`config.mk`:
```
export PLATFORM = sky130hd
export DESIGN_NAME = waytag_queue
export DESIGN_NICKNAME = d
export VERILOG_FILES = /design/src/rtl/waytag_queue.sv
export SDC_FILE = /design/constraint.sdc
export NUM_CORES = 1
export LEC_CHECK = 0
export ABC_CLOCK_PERIOD_IN_PS = 3200
export BUFFER_PORTS_ARGS = -buffer_cell sky130_fd_sc_hd__buf_2
export CAP_MARGIN = 20
export CORE_MARGIN = 2
export CORE_UTILIZATION = 35
export DETAILED_ROUTE_END_ITERATION = 16
export GPL_TIMING_DRIVEN = 1
export PLACE_DENSITY = 0.56
export SLEW_MARGIN = 30
export SYNTH_ARGS = -nofsm -noshare
export SYNTH_HDL_FRONTEND = slang
export SYNTH_SLANG_ARGS = --single-unit
```
`constraint.sdc`:
```
create_clock -name clk -period 3.2 [get_ports clk]
set_clock_uncertainty 0.05 [all_clocks]
set_input_delay 0 -clock clk [delete_from_list [all_inputs] [get_ports clk]]
set_output_delay 0 -clock clk [all_outputs]
set_load 0.02 [all_outputs]
```
`src/rtl/waytag_queue.sv`:
```
module waytag_queue #(
  parameter int DEPTH = 8,
  parameter int WAYS  = 4,
  localparam int WAY_W = (WAYS > 1) ? $clog2(WAYS) : 1,
  localparam int PTR_W = (DEPTH > 1) ? $clog2(DEPTH) : 1,
  localparam int CNT_W = $clog2(DEPTH + 1)
) (
  input  logic             clk,
  input  logic             rst_n,
  input  logic             push,
  input  logic             pop,
  input  logic [WAY_W-1:0] in_way,
  input  logic             in_hit,
  output logic [WAYS-1:0]  way_en,
  output logic             empty,
  output logic             full,
  output logic             err
);

  logic [WAY_W-1:0] way_q [DEPTH];
  logic [DEPTH-1:0] hit_q;
  logic [PTR_W-1:0] rd_ptr, wr_ptr;
  logic [CNT_W-1:0] count;
  logic do_push, do_pop;

  assign empty   = (count == '0);
  assign full    = (count == CNT_W'(DEPTH));
  assign do_pop  = pop & ~empty;
  assign do_push = push & (~full | do_pop);
  assign err     = (push & ~do_push) | (pop & ~do_pop);

  function automatic logic [PTR_W-1:0] bump(input logic [PTR_W-1:0] p);
    return (p == PTR_W'(DEPTH - 1)) ? '0 : p + 1'b1;
  endfunction

  always_ff @(posedge clk or negedge rst_n) begin
    if (!rst_n) begin
      rd_ptr <= '0;
      wr_ptr <= '0;
      count  <= '0;
    end else begin
      if (do_push) wr_ptr <= bump(wr_ptr);
      if (do_pop)  rd_ptr <= bump(rd_ptr);
      case ({do_push, do_pop})
        2'b10:   count <= count + 1'b1;
        2'b01:   count <= count - 1'b1;
        default: count <= count;
      endcase
    end
  end

  always_ff @(posedge clk or negedge rst_n) begin
    if (!rst_n) begin
      hit_q <= '0;
    end else if (do_push) begin
      hit_q[wr_ptr] <= in_hit;
    end
  end

  always_ff @(posedge clk) begin
    if (do_push) way_q[wr_ptr] <= in_way;
  end

  logic [WAY_W-1:0] head_way;
  logic             head_hit;
  assign head_way = way_q[rd_ptr];
  assign head_hit = hit_q[rd_ptr];

  generate
    for (genvar g = 0; g < WAYS; g++) begin : g_dec
      assign way_en[g] = ~empty & (~head_hit | (head_way == WAY_W'(g)));
    end
  endgenerate

  assert_known_way_onehot_R3: assert property (@(posedge clk) disable iff (!rst_n)
    (!empty && head_hit) |-> ($countones(way_en) == 1));
  assert_unknown_way_all_R4: assert property (@(posedge clk) disable iff (!rst_n)
    (!empty && !head_hit) |-> (way_en == {WAYS{1'b1}}));
  assert_idle_quiet_R5: assert property (@(posedge clk) disable iff (!rst_n)
    empty |-> (way_en == '0));
  assert_no_overflow_R6: assert property (@(posedge clk) disable iff (!rst_n)
    count <= CNT_W'(DEPTH));
  assert_full_push_drop_R7: assert property (@(posedge clk) disable iff (!rst_n)
    (full && push && !pop) |=> (full && $stable(wr_ptr) && $stable(rd_ptr)));
  assert_empty_pop_drop_R8: assert property (@(posedge clk) disable iff (!rst_n)
    (empty && pop && !push) |=> empty);
  assert_full_both_R9: assert property (@(posedge clk) disable iff (!rst_n)
    (full && push && pop) |-> !err ##1 full);

endmodule

```
---- Word level (Yosys, flattened, before mapping) ----
Memory sizes are Yosys's and may differ from the RTL's.
Index checks and enable logic that the tools add are counted.
storage, ports and cells
  memories kept ........................... 1
  flip-flop bits (word level) ............. 18
  memory bits (writable) .................. 16
  output and inout bits ................... 7
memories
  memory  words  bits a word  read ports  clocked after memory_dff  wr ports  line  RTL
  way_q   8      2            1           0                         1         20    logic [WAY_W-1:0] way_q [DEPTH];
cells by class
  reduce and logical (&&, ||, !) cells .... 4
  $lt $le $gt $ge ......................... 3
  equal/unequal tests ..................... 8
  bitwise operators ....................... 19
  mux-type cells .......................... 10
  $add $sub $neg .......................... 4
operators with widths
  cell                   count
  $and A1 B1 Y1          8
  $bwmux W8              1
  $lt A3 B4 Y1 const B   2
  $pmux W4 S2            1
  $add A3 B1 Y3 const B  2
  $eq A2 B2 Y1 const B   3
  $eq A3 B3 Y1 const B   2
  $mux W3                2
  $or A1 B1 Y1           6
  $not A1 Y1             5
  $add A4 B1 Y4 const B  1
  $eq A2 B1 Y1 const B   2
  $eq A4 B4 Y1 const B   1
  $logic_not A4 Y1       1
  $mux W1                4
  $sub A4 B1 Y4 const B  1
  $bmux W1 S3            1
  $demux W1 S3           1
  $ge A3 B1 Y1 const B   1
  $logic_not A2 Y1       1
  $reduce_bool A2 Y1     1
  $logic_and A1 B1 Y1    1

---- Logic depth before layout (Yosys ltp) ----
  word-level depth ........................ 8
  depth in mapped cells ................... 8
  gate-level depth less buffers ........... 8

---- Worst setup path before layout ----
Ideal clock, no wire load.
  kind .................................... reg-to-reg
  from .................................... register count[1]
  to ...................................... register count[3]
  library setup time ...................... 0.124 ns
  stages on the path, launching flop included .. 9
  arrival time ............................ 2.458 ns
  path buffers ............................ 0
  period minus slack after synthesis ...... 2.632 ns
  required time ........................... 3.026 ns
  setup slack ............................. 0.568 ns
  path through ............................ dfrtp_1 or4_4 clkinv_4 nor2_2 ha_1 a21o_2 a21oi_1 mux2_2 a211o_1
between the ends
  cells in the longest elaborated chain, start to end .. 7
  elaborated cells between the ends (all ways) .. 13
  classes of those cells .................. 2 x add/sub; 3 x eq/ne; 1 x mux; 5 x bitwise; 2 x reduce/logical
RTL lines
  what                                                      line  RTL
  start: declaration                                        23    logic [CNT_W-1:0] count;
  start signal: assignment                                  45    2'b10: count <= count + 1'b1;
  start signal: assignment                                  46    2'b01: count <= count - 1'b1;
  start signal: assignment                                  47    default: count <= count;
  $logic_not A4 Y1 (*)                                      26    assign empty = (count == '0);
  net empty                                                 15    output logic empty,
  $not A1 Y1 (*)                                            28    assign do_pop = pop & ~empty;
  $and A1 B1 Y1 (*)                                         28
  $or A1 B1 Y1                                              29    assign do_push = push & (~full | do_pop);
  $and A1 B1 Y1                                             29
  $eq A2 B1 Y1 / $eq A2 B2 Y1 (equally long branches)       44    case ({do_push, do_pop})
  $pmux W4 S2 / $reduce_bool A2 Y1 (equally long branches)  n/a
The timed path passes the listed nets; every way through them passes the cells marked *.
A chain may end at the register's enable or synchronous reset.

---- Worst setup path in the final report ----
  from .................................... register count[0]
  to ...................................... register count[3]
between the ends
  cells in the longest elaborated chain, start to end .. 7
  elaborated cells between the ends (all ways) .. 13
  classes of those cells .................. 2 x add/sub; 3 x eq/ne; 1 x mux; 5 x bitwise; 2 x reduce/logical
RTL lines
  what                                                      line
  $logic_not A4 Y1                                          26
  $not A1 Y1                                                28
  $and A1 B1 Y1                                             28
  $or A1 B1 Y1                                              29
  $and A1 B1 Y1                                             29
  $eq A2 B1 Y1 / $eq A2 B2 Y1 (equally long branches)       44
  $pmux W4 S2 / $reduce_bool A2 Y1 (equally long branches)  n/a
Several ways; a longest one is shown, not always the timed one.

==> impl_metrics.yaml <==
outcome:
  outcome: "finished, final reports clean"
cts:
  htree_levels: 2
  cts.sink_count: 34
  clockBufferDepth: 2
  post_cts.repair.setup_buffers: 0
  cts_resized: 0
  cts_inserted_buffers: 5
  clk_latency_ns: 0.28
  cts.clk_slew.worst_paths_ns: 0.07
  root_buffer: "clkbuf_8"
  cts_tree: "yes"
  ctsHoldBuffers: 3
finish:
  layout_commonest_cell: "dfrtp_1"
  seqCellArea_um2: 930.9
  antenna_cells: 0
  multi_input_area_um2: 837.1
  nets: 157
  layout-drive-gt1-share_pct: 42.66
  final_cell_mix: "dfrtp_1, edfxtp_1, buf_2"
  n_fill_cell: 478
  area_delta_synth_final_pct: 13.91
  fin_cells: 213
place:
  io_buffers: 13
  gp_congestion: 0.7415
  dp.cells: 203
  dp_hpwl_um: 2424
sta:
  setup_viol: 0
  tightest_slew_ns: 0.5220
  slew_violations: 0
  final.setup.tns_ns: 0
  fin_crit_sh_pct: 86.23
  relSlewSlack_pct: 64.91
  fin_crit_ns: 2.759
  rsz0062_at_grt: "no"
  timing.fmax_mhz: 362.4
  hold_violations: 0
setup_path:
  cp_data_required_time_ns: 3.31
  cp_cell_sequence: "or4_4, clkinv_4, nor2_2, ha_1, a21o_2, a21oi_1, mux2_2, a211o_1"
  cp_max_fo: 6
  cp.arrival_ns: 2.87
  cp_top_family: "compound AO/OA/AOI/OAI gates"
  critical_path_class: "flop to flop"
  r2r_slack_ns: 0.44
  end_kind: "flop"
  cp_slowest_cell: "or4_4"
  timing.rr.start: "count[0]$_DFFE_PN0P_"
  crit_buf_inv: 1
  crit-reg2reg-capture: "count[3]$_DFFE_PN0P_"
  reg2reg_depth: 8
  worst_setup_path_start_kind: "flop"
  slowest_delay_ns: 0.58
hold_path:
  min_path_type: "input port to flop"
  holdPathStages: 2
  holdPathEnd: "hit_q[1]$_DFFE_PN0P_"
  hold_start: "in_hit"
synth:
  syn_area_per_cell_um2: 14.75
  synth_area_um2: 1799
  synth_xor_area_share_pct: 0.9736
  yosysSeqAreaShare_pct: 51.74
  ys_types: 33
  yosys-top-cells-area: "edfxtp_1, dfrtp_1, mux2_4, mux4_2, mux2_2"
  synthAdderAreaFrac_pct: 5.285
  synthMuxAreaShare_pct: 22.25
  synthCells: 122
  synth_nets: 136
  synth_top_family_by_area: "multiplexers"
  ys_warn_count: 0
  netlist.top_cell.by_area: "edfxtp_1"
  synth-simple-area-share_pct: 11.54
  synth-compound-area-share_pct: 6.467
  synth.top_cell.area_share_pct: 26.70
  ys_seq_elements: 34
floorplanning:
  io_pins: 14
  initial_core_util_pct: 35.68
  die_w_um: 75.70
  dieArea_um2: 5730
  num_rows: 26
  core_region_area_um2: 5042
  die_h_um: 75.70
detailed_routing:
  via_per_inst: 4.840
  drt_iter0_markers: 37
  post-route-drc-count: 0
  dr.pass1.iters: 4
  ant_nets: 0
  routed_wl_um: 3212
  post_drt_wl_per_cell_um: 15.08
  vias: 1031
grt:
  grt.total_usage_pct: 13.23
  grt-ovfl-total: 0
  grt_start_max_net_pins: 19
  grt_pass1_vias: 1071
  antenna_found_initial: 0
  grt_pass1_wl_um: 5437
power:
  swShare_pct: 38.47
  seq_power_share_pct: 39.3
  power_leakage_uw: 0.0008221
  power.switching_uw: 774.0
  p_comb_share_pct: 46.2
  intPower_uw: 1238
  power.density_nw_per_um2: 981.8
  vdd.ir_drop.worst_v: 0.0004418
  clockPowerShare_pct: 14.4
job:
  cap_violations: 0
cell families (layout without fill, tap and decap cells):
kind of cell	count (synthesis)	count (layout)
compound gates	14	14
xor+xnor	2	2
fa+ha+maj	7	7
buf+inv	6	27
flops	34	34
mux	27	27
simple gates	32	32
metal layers:
metal,share of wire [%],GRT usage (%),vias to the layer above
li1,-,-,494
met3,3.3,3.968,5
met5,0,0,-
met2,48,20.29,16
met1,47,17.93,516
met4,1.7,4.678,0
cell usage after synthesis:
| master | number |
|---|---|
| or2b_2 | 1 |
| dfrtp_1 | 18 |
| clkbuf_1 | 1 |
| and2_1 | 1 |
| a21oi_1 | 6 |
| nand2b_1 | 5 |
| fa_1 | 1 |
| nand2_1 | 3 |
| o21ai_2 | 1 |
| or3_4 | 1 |
| a21oi_4 | 1 |
| nor3_1 | 4 |
| nor2_1 | 6 |
| a21o_1 | 2 |
| nor2_2 | 4 |
| mux2i_1 | 4 |
| nor4_2 | 1 |
| o21ai_4 | 1 |
| nor3_2 | 4 |
| nand3b_1 | 1 |
| o211ai_2 | 1 |
| edfxtp_1 | 16 |
| mux4_2 | 6 |
| xnor2_1 | 2 |
| mux2_4 | 9 |
| a211o_1 | 1 |
| or4_4 | 1 |
| mux2_2 | 8 |
| ha_1 | 6 |
| buf_4 | 1 |
| clkinv_4 | 1 |
| inv_1 | 3 |
| a21o_2 | 1 |
sequential cells by signal, indices dropped and copies added (netlist names):
name	cells
way_q	16
hit_q	8
count	4
rd_ptr	3
wr_ptr	3
how the worst max path moves through the flow:
stage,startpoint,to,slack [ns],cells after the start
6_report,count[0]$_DFFE_PN0P_,count[3]$_DFFE_PN0P_,0.44,8
3_3_place_gp,count[1]$_DFFE_PN0P_,count[3]$_DFFE_PN0P_,0.54,8
2_1_floorplan,count[1]$_DFFE_PN0P_,count[3]$_DFFE_PN0P_,0.57,8
3_5_place_dp,count[1]$_DFFE_PN0P_,count[3]$_DFFE_PN0P_,0.44,8
4_1_cts,count[1]$_DFFE_PN0P_,count[3]$_DFFE_PN0P_,0.43,8
5_1_grt,count[1]$_DFFE_PN0P_,count[3]$_DFFE_PN0P_,0.30,8
cell type report:
class	instances	share of cell area, %
Clock buffer	5	3.358
Clock inverter	2	0.4884
Inverter	4	0.9768
Multi-Input combinational cell	82	40.84
Sequential cell	34	45.42
Tap cell	70	4.273
Timing Repair Buffer	16	4.640
power groups by stage:
| stage | Sequential (uW) | Clock [uW] | Combinational (uW) |
|---|---|---|---|
| after floorplan | 721 | 0 | 787 |
| after global placement | 790 | 0 | 911 |
| after detailed placement | 804 | 0 | 939 |
| after CTS | 796 | 303 | 947 |
| after global routing | 821 | 322 | 1040 |
| final | 792 | 290 | 930 |
through the flow:
stage | instance area [um2] | power, uW | worst slack, ns | hold slack (ns) | util (%)
3_3_place_gp | 1941 | 1701 | 0.5353 | -0.1003 | 38.49
2_1_floorplan | 1799 | 1508 | 0.5679 | -0.3456 | -
4_1_cts | 2049 | 2046 | 0.4321 | 0.03509 | 40.65
3_5_place_dp | 1941 | 1742 | 0.4365 | -0.09651 | 38.49
5_1_grt | 2049 | 2183 | 0.2982 | 0.04581 | 40.65
6_report | 2049 | 2012 | 0.4407 | 0.04074 | 40.65
(Power assumes the default switching activity.)
